**src/rtl/psr_pkg.sv**
```systemverilog
package psr_pkg;

  localparam int WORD_W   = 16;
  localparam int FLAG_W   = 4;
  localparam int UIN_W    = 2;
  localparam int CTRL_W   = 10;
  localparam int SDIR_W   = 2;
  localparam int LOOP_W   = 3;
  localparam int UOUT_W   = 2;

  // Bit layout of the word (fixed: surrounding logic decodes it)
  localparam int CTRL_LSB = 0;
  localparam int UIN_LSB  = CTRL_LSB + CTRL_W;
  localparam int FLAG_LSB = UIN_LSB + UIN_W;

  typedef struct packed {
    logic neg;
    logic ovf;
    logic zero;
    logic carry;
  } psr_flags_t;

  typedef struct packed {
    logic              shift3;
    logic              clamp;
    logic              irq_en;
    logic [UOUT_W-1:0] uout;
    logic [SDIR_W-1:0] sdir;
    logic [LOOP_W-1:0] loop;
  } psr_ctrl_t;

endpackage

```
**src/rtl/psr_sync.sv**
```systemverilog
module psr_sync #(
  parameter int          W       = 1,
  parameter int          STAGES  = 2,
  parameter logic [W-1:0] RST_VAL = '0
) (
  input  logic         clk,
  input  logic         rst_n,
  input  logic [W-1:0] d,
  output logic [W-1:0] q
);

  logic [W-1:0] chain [STAGES];

  for (genvar s = 0; s < STAGES; s++) begin : g_stage
    logic [W-1:0] stage_d;
    if (s == 0) begin : g_first
      assign stage_d = d;
    end else begin : g_next
      assign stage_d = chain[s-1];
    end
    always_ff @(posedge clk or negedge rst_n) begin
      if (!rst_n) chain[s] <= RST_VAL;
      else        chain[s] <= stage_d;
    end
  end

  assign q = chain[STAGES-1];

  if (STAGES >= 2) begin : g_chk
    AST_SYNC_SHIFT: assert property (@(posedge clk) disable iff (!rst_n)
      chain[STAGES-1] == $past(chain[STAGES-2]));
  end

endmodule

```
**src/rtl/psr_regs.sv**
```systemverilog
module psr_regs
  import psr_pkg::*;
(
  input  logic             clk,
  input  logic             rst_n,
  input  logic             alu_we,
  input  psr_flags_t       alu_flags,
  input  logic             sw_we,
  input  psr_ctrl_t        sw_ctrl,
  input  logic [UIN_W-1:0] uin_sync,
  output psr_flags_t       flags_q,
  output logic [UIN_W-1:0] uin_q,
  output psr_ctrl_t        ctrl_q
);

  psr_flags_t flags_d;
  psr_ctrl_t  ctrl_d;
  logic [UIN_W-1:0] uin_d;

  // Next state: each owner updates only its own range
  always_comb begin
    flags_d = flags_q;
    ctrl_d  = ctrl_q;
    uin_d   = uin_sync;
    if (alu_we) flags_d = alu_flags;
    if (sw_we)  ctrl_d  = sw_ctrl;
  end

  always_ff @(posedge clk or negedge rst_n) begin
    if (!rst_n) begin
      flags_q <= '0;
      ctrl_q  <= '0;
      uin_q   <= '0;
    end else begin
      flags_q <= flags_d;
      ctrl_q  <= ctrl_d;
      uin_q   <= uin_d;
    end
  end

  AST_FLAG_LOAD: assert property (@(posedge clk) disable iff (!rst_n)
    alu_we |=> flags_q == $past(alu_flags));
  AST_FLAG_HOLD: assert property (@(posedge clk) disable iff (!rst_n)
    !alu_we |=> $stable(flags_q));
  AST_CTRL_LOAD: assert property (@(posedge clk) disable iff (!rst_n)
    sw_we |=> ctrl_q == $past(sw_ctrl));
  AST_CTRL_HOLD: assert property (@(posedge clk) disable iff (!rst_n)
    !sw_we |=> $stable(ctrl_q));
  AST_UIN_CAPTURE: assert property (@(posedge clk) disable iff (!rst_n)
    1'b1 |=> uin_q == $past(uin_sync));

endmodule

```
**src/rtl/psr_port_mux.sv**
```systemverilog
module psr_port_mux
  import psr_pkg::*;
(
  input  logic              uout_en,
  input  logic              tmr0_on,
  input  logic              tmr1_on,
  input  logic [UOUT_W-1:0] uout,
  input  logic [UOUT_W-1:0] alt_in,
  output logic [UOUT_W-1:0] pins
);

  logic drive_user;

  always_comb begin
    drive_user = uout_en & ~tmr0_on & ~tmr1_on;
  end

  for (genvar i = 0; i < UOUT_W; i++) begin : g_pin
    always_comb begin
      if (drive_user) pins[i] = ~uout[i];
      else            pins[i] = alt_in[i];
    end
  end

endmodule

```
**src/rtl/psr_user_io.sv**
```systemverilog
module psr_user_io
  import psr_pkg::*;
#(
  parameter int SYNC_STAGES = 2,
  parameter int RST_STAGES  = 2
) (
  input  logic        clk,
  input  logic        rst_n,
  input  logic        alu_flag_we,
  input  logic [3:0]  alu_flags,
  input  logic        sw_we,
  input  logic [15:0] sw_wdata,
  input  logic [1:0]  user_in,
  input  logic        uout_en,
  input  logic        tmr0_on,
  input  logic        tmr1_on,
  input  logic [1:0]  alt_port_in,
  output logic [15:0] status_q,
  output logic        shift3_mode,
  output logic        ovf_clamp,
  output logic        irq_enable,
  output logic [1:0]  user_out,
  output logic [1:0]  sdir_msb,
  output logic [2:0]  loop_size,
  output logic [1:0]  port_pins
);

  logic             rst_sync_n;
  logic [UIN_W-1:0] uin_sync;
  psr_flags_t       flags_q;
  psr_ctrl_t        ctrl_q;
  logic [UIN_W-1:0] uin_q;
  logic             unused_wdata_hi;

  assign unused_wdata_hi = ^sw_wdata[WORD_W-1:CTRL_W];

  // Reset: asserted asynchronously, released on a clock edge
  psr_sync #(.W(1), .STAGES(RST_STAGES), .RST_VAL(1'b0)) u_rst_sync (
    .clk   (clk),
    .rst_n (rst_n),
    .d     (1'b1),
    .q     (rst_sync_n)
  );

  psr_sync #(.W(UIN_W), .STAGES(SYNC_STAGES), .RST_VAL('0)) u_uin_sync (
    .clk   (clk),
    .rst_n (rst_sync_n),
    .d     (user_in),
    .q     (uin_sync)
  );

  psr_regs u_regs (
    .clk       (clk),
    .rst_n     (rst_sync_n),
    .alu_we    (alu_flag_we),
    .alu_flags (psr_flags_t'(alu_flags)),
    .sw_we     (sw_we),
    .sw_ctrl   (psr_ctrl_t'(sw_wdata[CTRL_W-1:0])),
    .uin_sync  (uin_sync),
    .flags_q   (flags_q),
    .uin_q     (uin_q),
    .ctrl_q    (ctrl_q)
  );

  always_comb begin
    status_q    = {flags_q, uin_q, ctrl_q};
    shift3_mode = ctrl_q.shift3;
    ovf_clamp   = ctrl_q.clamp;
    irq_enable  = ctrl_q.irq_en;
    user_out    = ctrl_q.uout;
    sdir_msb    = ctrl_q.sdir;
    loop_size   = ctrl_q.loop;
  end

  psr_port_mux u_port (
    .uout_en (uout_en),
    .tmr0_on (tmr0_on),
    .tmr1_on (tmr1_on),
    .uout    (ctrl_q.uout),
    .alt_in  (alt_port_in),
    .pins    (port_pins)
  );

  AST_PORT_USER: assert property (@(posedge clk) disable iff (!rst_sync_n)
    (uout_en && !tmr0_on && !tmr1_on) |-> port_pins == ~status_q[6:5]);
  AST_PORT_ALT: assert property (@(posedge clk) disable iff (!rst_sync_n)
    !(uout_en && !tmr0_on && !tmr1_on) |-> port_pins == alt_port_in);
  AST_WRITE_KEEPS_HW: assert property (@(posedge clk) disable iff (!rst_sync_n)
    (sw_we && !alu_flag_we) |=> status_q[15:12] == $past(status_q[15:12]));
  AST_RESET_CLEAR: assert property (@(posedge clk)
    !rst_sync_n |-> status_q == '0);

endmodule

```
**config.mk**
```make
export PLATFORM = sky130hd
export DESIGN_NAME = psr_user_io
export DESIGN_NICKNAME = d
export VERILOG_FILES = /design/src/rtl/psr_pkg.sv /design/src/rtl/psr_sync.sv /design/src/rtl/psr_regs.sv /design/src/rtl/psr_port_mux.sv /design/src/rtl/psr_user_io.sv
export SDC_FILE = /design/constraint.sdc
export NUM_CORES = 1
export LEC_CHECK = 0
export CAP_MARGIN = 10
export CORE_MARGIN = 3
export CORE_UTILIZATION = 37
export DETAILED_ROUTE_END_ITERATION = 12
export PLACE_DENSITY = 0.83
export SETUP_SLACK_MARGIN = 0.05
export SKIP_LAST_GASP = 1
export SYNTH_ARGS = -nofsm -noshare
export SYNTH_HDL_FRONTEND = slang
export SYNTH_SLANG_ARGS = --single-unit
```
**constraint.sdc**
```tcl
create_clock -name clk -period 1.65 [get_ports clk]
set_input_delay 0.33 -clock clk [delete_from_list [all_inputs] [get_ports clk]]
set_output_delay 0.33 -clock clk [all_outputs]
set_load 0.1 [all_outputs]
```
==> results of run 1 <==
==> power by group <==
group | leakage (nW) | switching [W] | internal [W]
logic | 0.502 | 0.000562 | 0.000356
registers | 0.247 | 0.0000723 | 0.000588
clock network | 0.0210 | 0.000153 | 0.000134
total | 0.770 | 0.000788 | 0.00108
==> sequential cells by signal, indices dropped and copies added, names as in the netlist <==
name / count
u_regs.ctrl_q: 10
u_uin_sync.g_stage.stage_d: 2
u_rst_sync.g_stage.stage_d: 1
u_regs.flags_q: 4
u_rst_sync.q: 1
u_uin_sync.q: 2
u_regs.uin_q: 2
==> stage by stage <==
stage          area, um^2  hold slack (ps)
2_1_floorplan         920             34.4
3_3_place_gp         1690              157
3_5_place_dp         1690              175
4_1_cts              1720              169
5_1_grt              1720              147
6_report             1720              168
==> cell type report <==
type	instances	share of cell area, %
Timing Repair Buffer	55	47.6
Sequential cell	22	32.7
Tap cell	27	1.96
Multi-Input combinational cell	18	15.2
Inverter	2	0.435
Clock buffer	4	2.10
==> logic make-up (layout without fill, tap and decap cells) <==
family | count (synthesis) | count (layout) | synth area share (%)
other cells | 1 | 1 | 0.428
buf+inv | 13 | 61 | 10.7
mux | 16 | 16 | 24.6
simple gates | 1 | 1 | 1.43
flops | 22 | 22 | 62.9
==> cell usage in the layout (no fill, tap or decap), drive strengths merged <==
cell type	instances
dfrtp	22
buf	34
inv	2
mux2i	2
clkbuf	4
mux2	14
nor3b	1
conb	1
clkdlybuf4s50	21
==> worst max-delay path by stage <==
stage	end
floorplan	port_pins[0]
global placement	port_pins[0]
detailed placement	port_pins[1]
CTS	port_pins[1]
global route	port_pins[1]
finish	port_pins[1]
==> what timing repair did <==
action,4_1_cts,5_1_grt
resized for setup,13,0
setup endpoints to repair,2,2
gates cloned,0,0
hold buffers,0,0
pin swaps,1,1
==> critical path: cells and delay by family <==
family / cells / cell delay, ps
buf+inv: 2 / 300
mux: 1 / 320
simple gates: 1 / 320
==> routing by layer <==
metal | global-route usage [%] | vias to the layer above
li1 | - | 260
met1 | 16.4 | 275
met2 | 29.1 | 42
met3 | 5.18 | 0
met4 | 4.98 | 0
met5 | 0 | -
==> impl_metrics.ini, run 1 <==
[power_and_ir_drop]
power_w = 0.00187
leakagePower_nw = 0.770
power_density_nw_per_um2 = 1080
max-vdd-ir-drop_v = 0.000790

[synth]
async_flop_share_pct = 100
syn_area_per_cell_um2 = 16.5
yosysMostFrequentCell = dfrtp_1
synth_area_um2 = 876
synth_warnings = 0
synthTopCellsByArea = dfrtp_1 (63%), mux2_4 (17%), buf_4 (8.6%)
yosys-top-cells-count = dfrtp_1 (22), buf_4 (10), mux2_4 (10), mux2_2 (4)
synthCells = 53
yosysSeqAreaShare_pct = 62.9
ys_types = 9
ys_ff_latch = 22
ys.flop_type = dfrtp_1
syn_nets = 84
synth.largest_area_cell = dfrtp_1
synth_edf_count = 0
yosysTopAreaCellShare_pct = 62.9

[worst_setup_path]
end_kind = primary output
slowest_delay_ps = 320
critPathKind = in -> out
crit_chain = buf_6 > nor3b_4 > mux2i_4 > buf_12
crit_path_top_delay_cell = nor3b_4
arrival_ps = 1260
r2r_setup_slack_ps = 770
r2r_start = u_regs.ctrl_q[6]$_DFFE_PN0P_
worst_setup_path_start_kind = primary input
reg2reg_depth = 1
critPathMaxFanout = 2
r2r_end = u_regs.ctrl_q[6]$_DFFE_PN0P_
required_ps = 1320
cp-startpoint = tmr0_on

[placed_design]
port_buffers = 52
post-dp-hpwl_mm = 1.75
post-place-ws_ps = -325
place_inst = 124
gp_congestion = 0.619

[timing]
drv_slew = 0
max_freq_mhz = 629
rsz0062_at_grt = yes
setup_violations = 0
finalCritPeriodShare_pct = 96.4
finalClockSkew_ps = 6.60
timing.final.hold_violations = 0
fin_crit_ps = 1590
setup_tns_ps = 0
fin_ws_ps = 59.8

[clock_tree]
htreeDepth = 1
clk_path_buf_depth = 2
cts.sinks = 22
cts_tree = built
insertion_delay_ps = 300
clk_pin_slew_ps = 120
numCtsBuffers = 3
cts_setup_buffers = 0
cts_root_buf = clkbuf_4

[die]
core_area_um2 = 2100
fp.dieH_um = 54.7
pin_count = 59
die_w_um = 54.7
die_area_um2 = 2990
initial_core_util_pct = 41.7
std_cell_rows = 16

[grt]
first_global_vias = 678
grt_max_degree = 13
grt_usage_pct = 15.7
antenna_found_initial = 0
grt_overflow = 0
grt_pass1_wl_mm = 3.19

[routing]
met1_length_um = 642
routedWlPerCell_um = 16.1
vias = 577
drtIter0Drc = 1
wl_met3_um = 293
routed_wl_mm = 2.06
viasPerCell = 4.51
met2_length_mm = 1.13
drc = 0
top_layer = met3
firstDrtPassIters = 2
postRouteAntennaNets = 0

[finish]
drive_above_1_share_pct = 64.4
seq_area_um2 = 563
fin_util_pct = 82.0
syn_to_final_growth_pct = 96.9
nets = 133
instances_no_fill = 128
n_antenna_cell = 0
multi_input_area_um2 = 263
fillers = 116

[status]
status = finished, final reports clean

[flow_run]
max_cap_violations = 0

[worst_hold_path]
holdCritPathClass = reg -> async
(Power assumes the default switching activity.)
==> run 2, diff against run 1 <==
Settings changed: CAP_MARGIN 10 to 20, SETUP_SLACK_MARGIN 0.05 to default.
==> results of run 2 <==
Same layout as run 1 (identical final DEF). Status: finished, final reports clean.
Main changes from that run: number of gates resized after CTS 13 -> 11
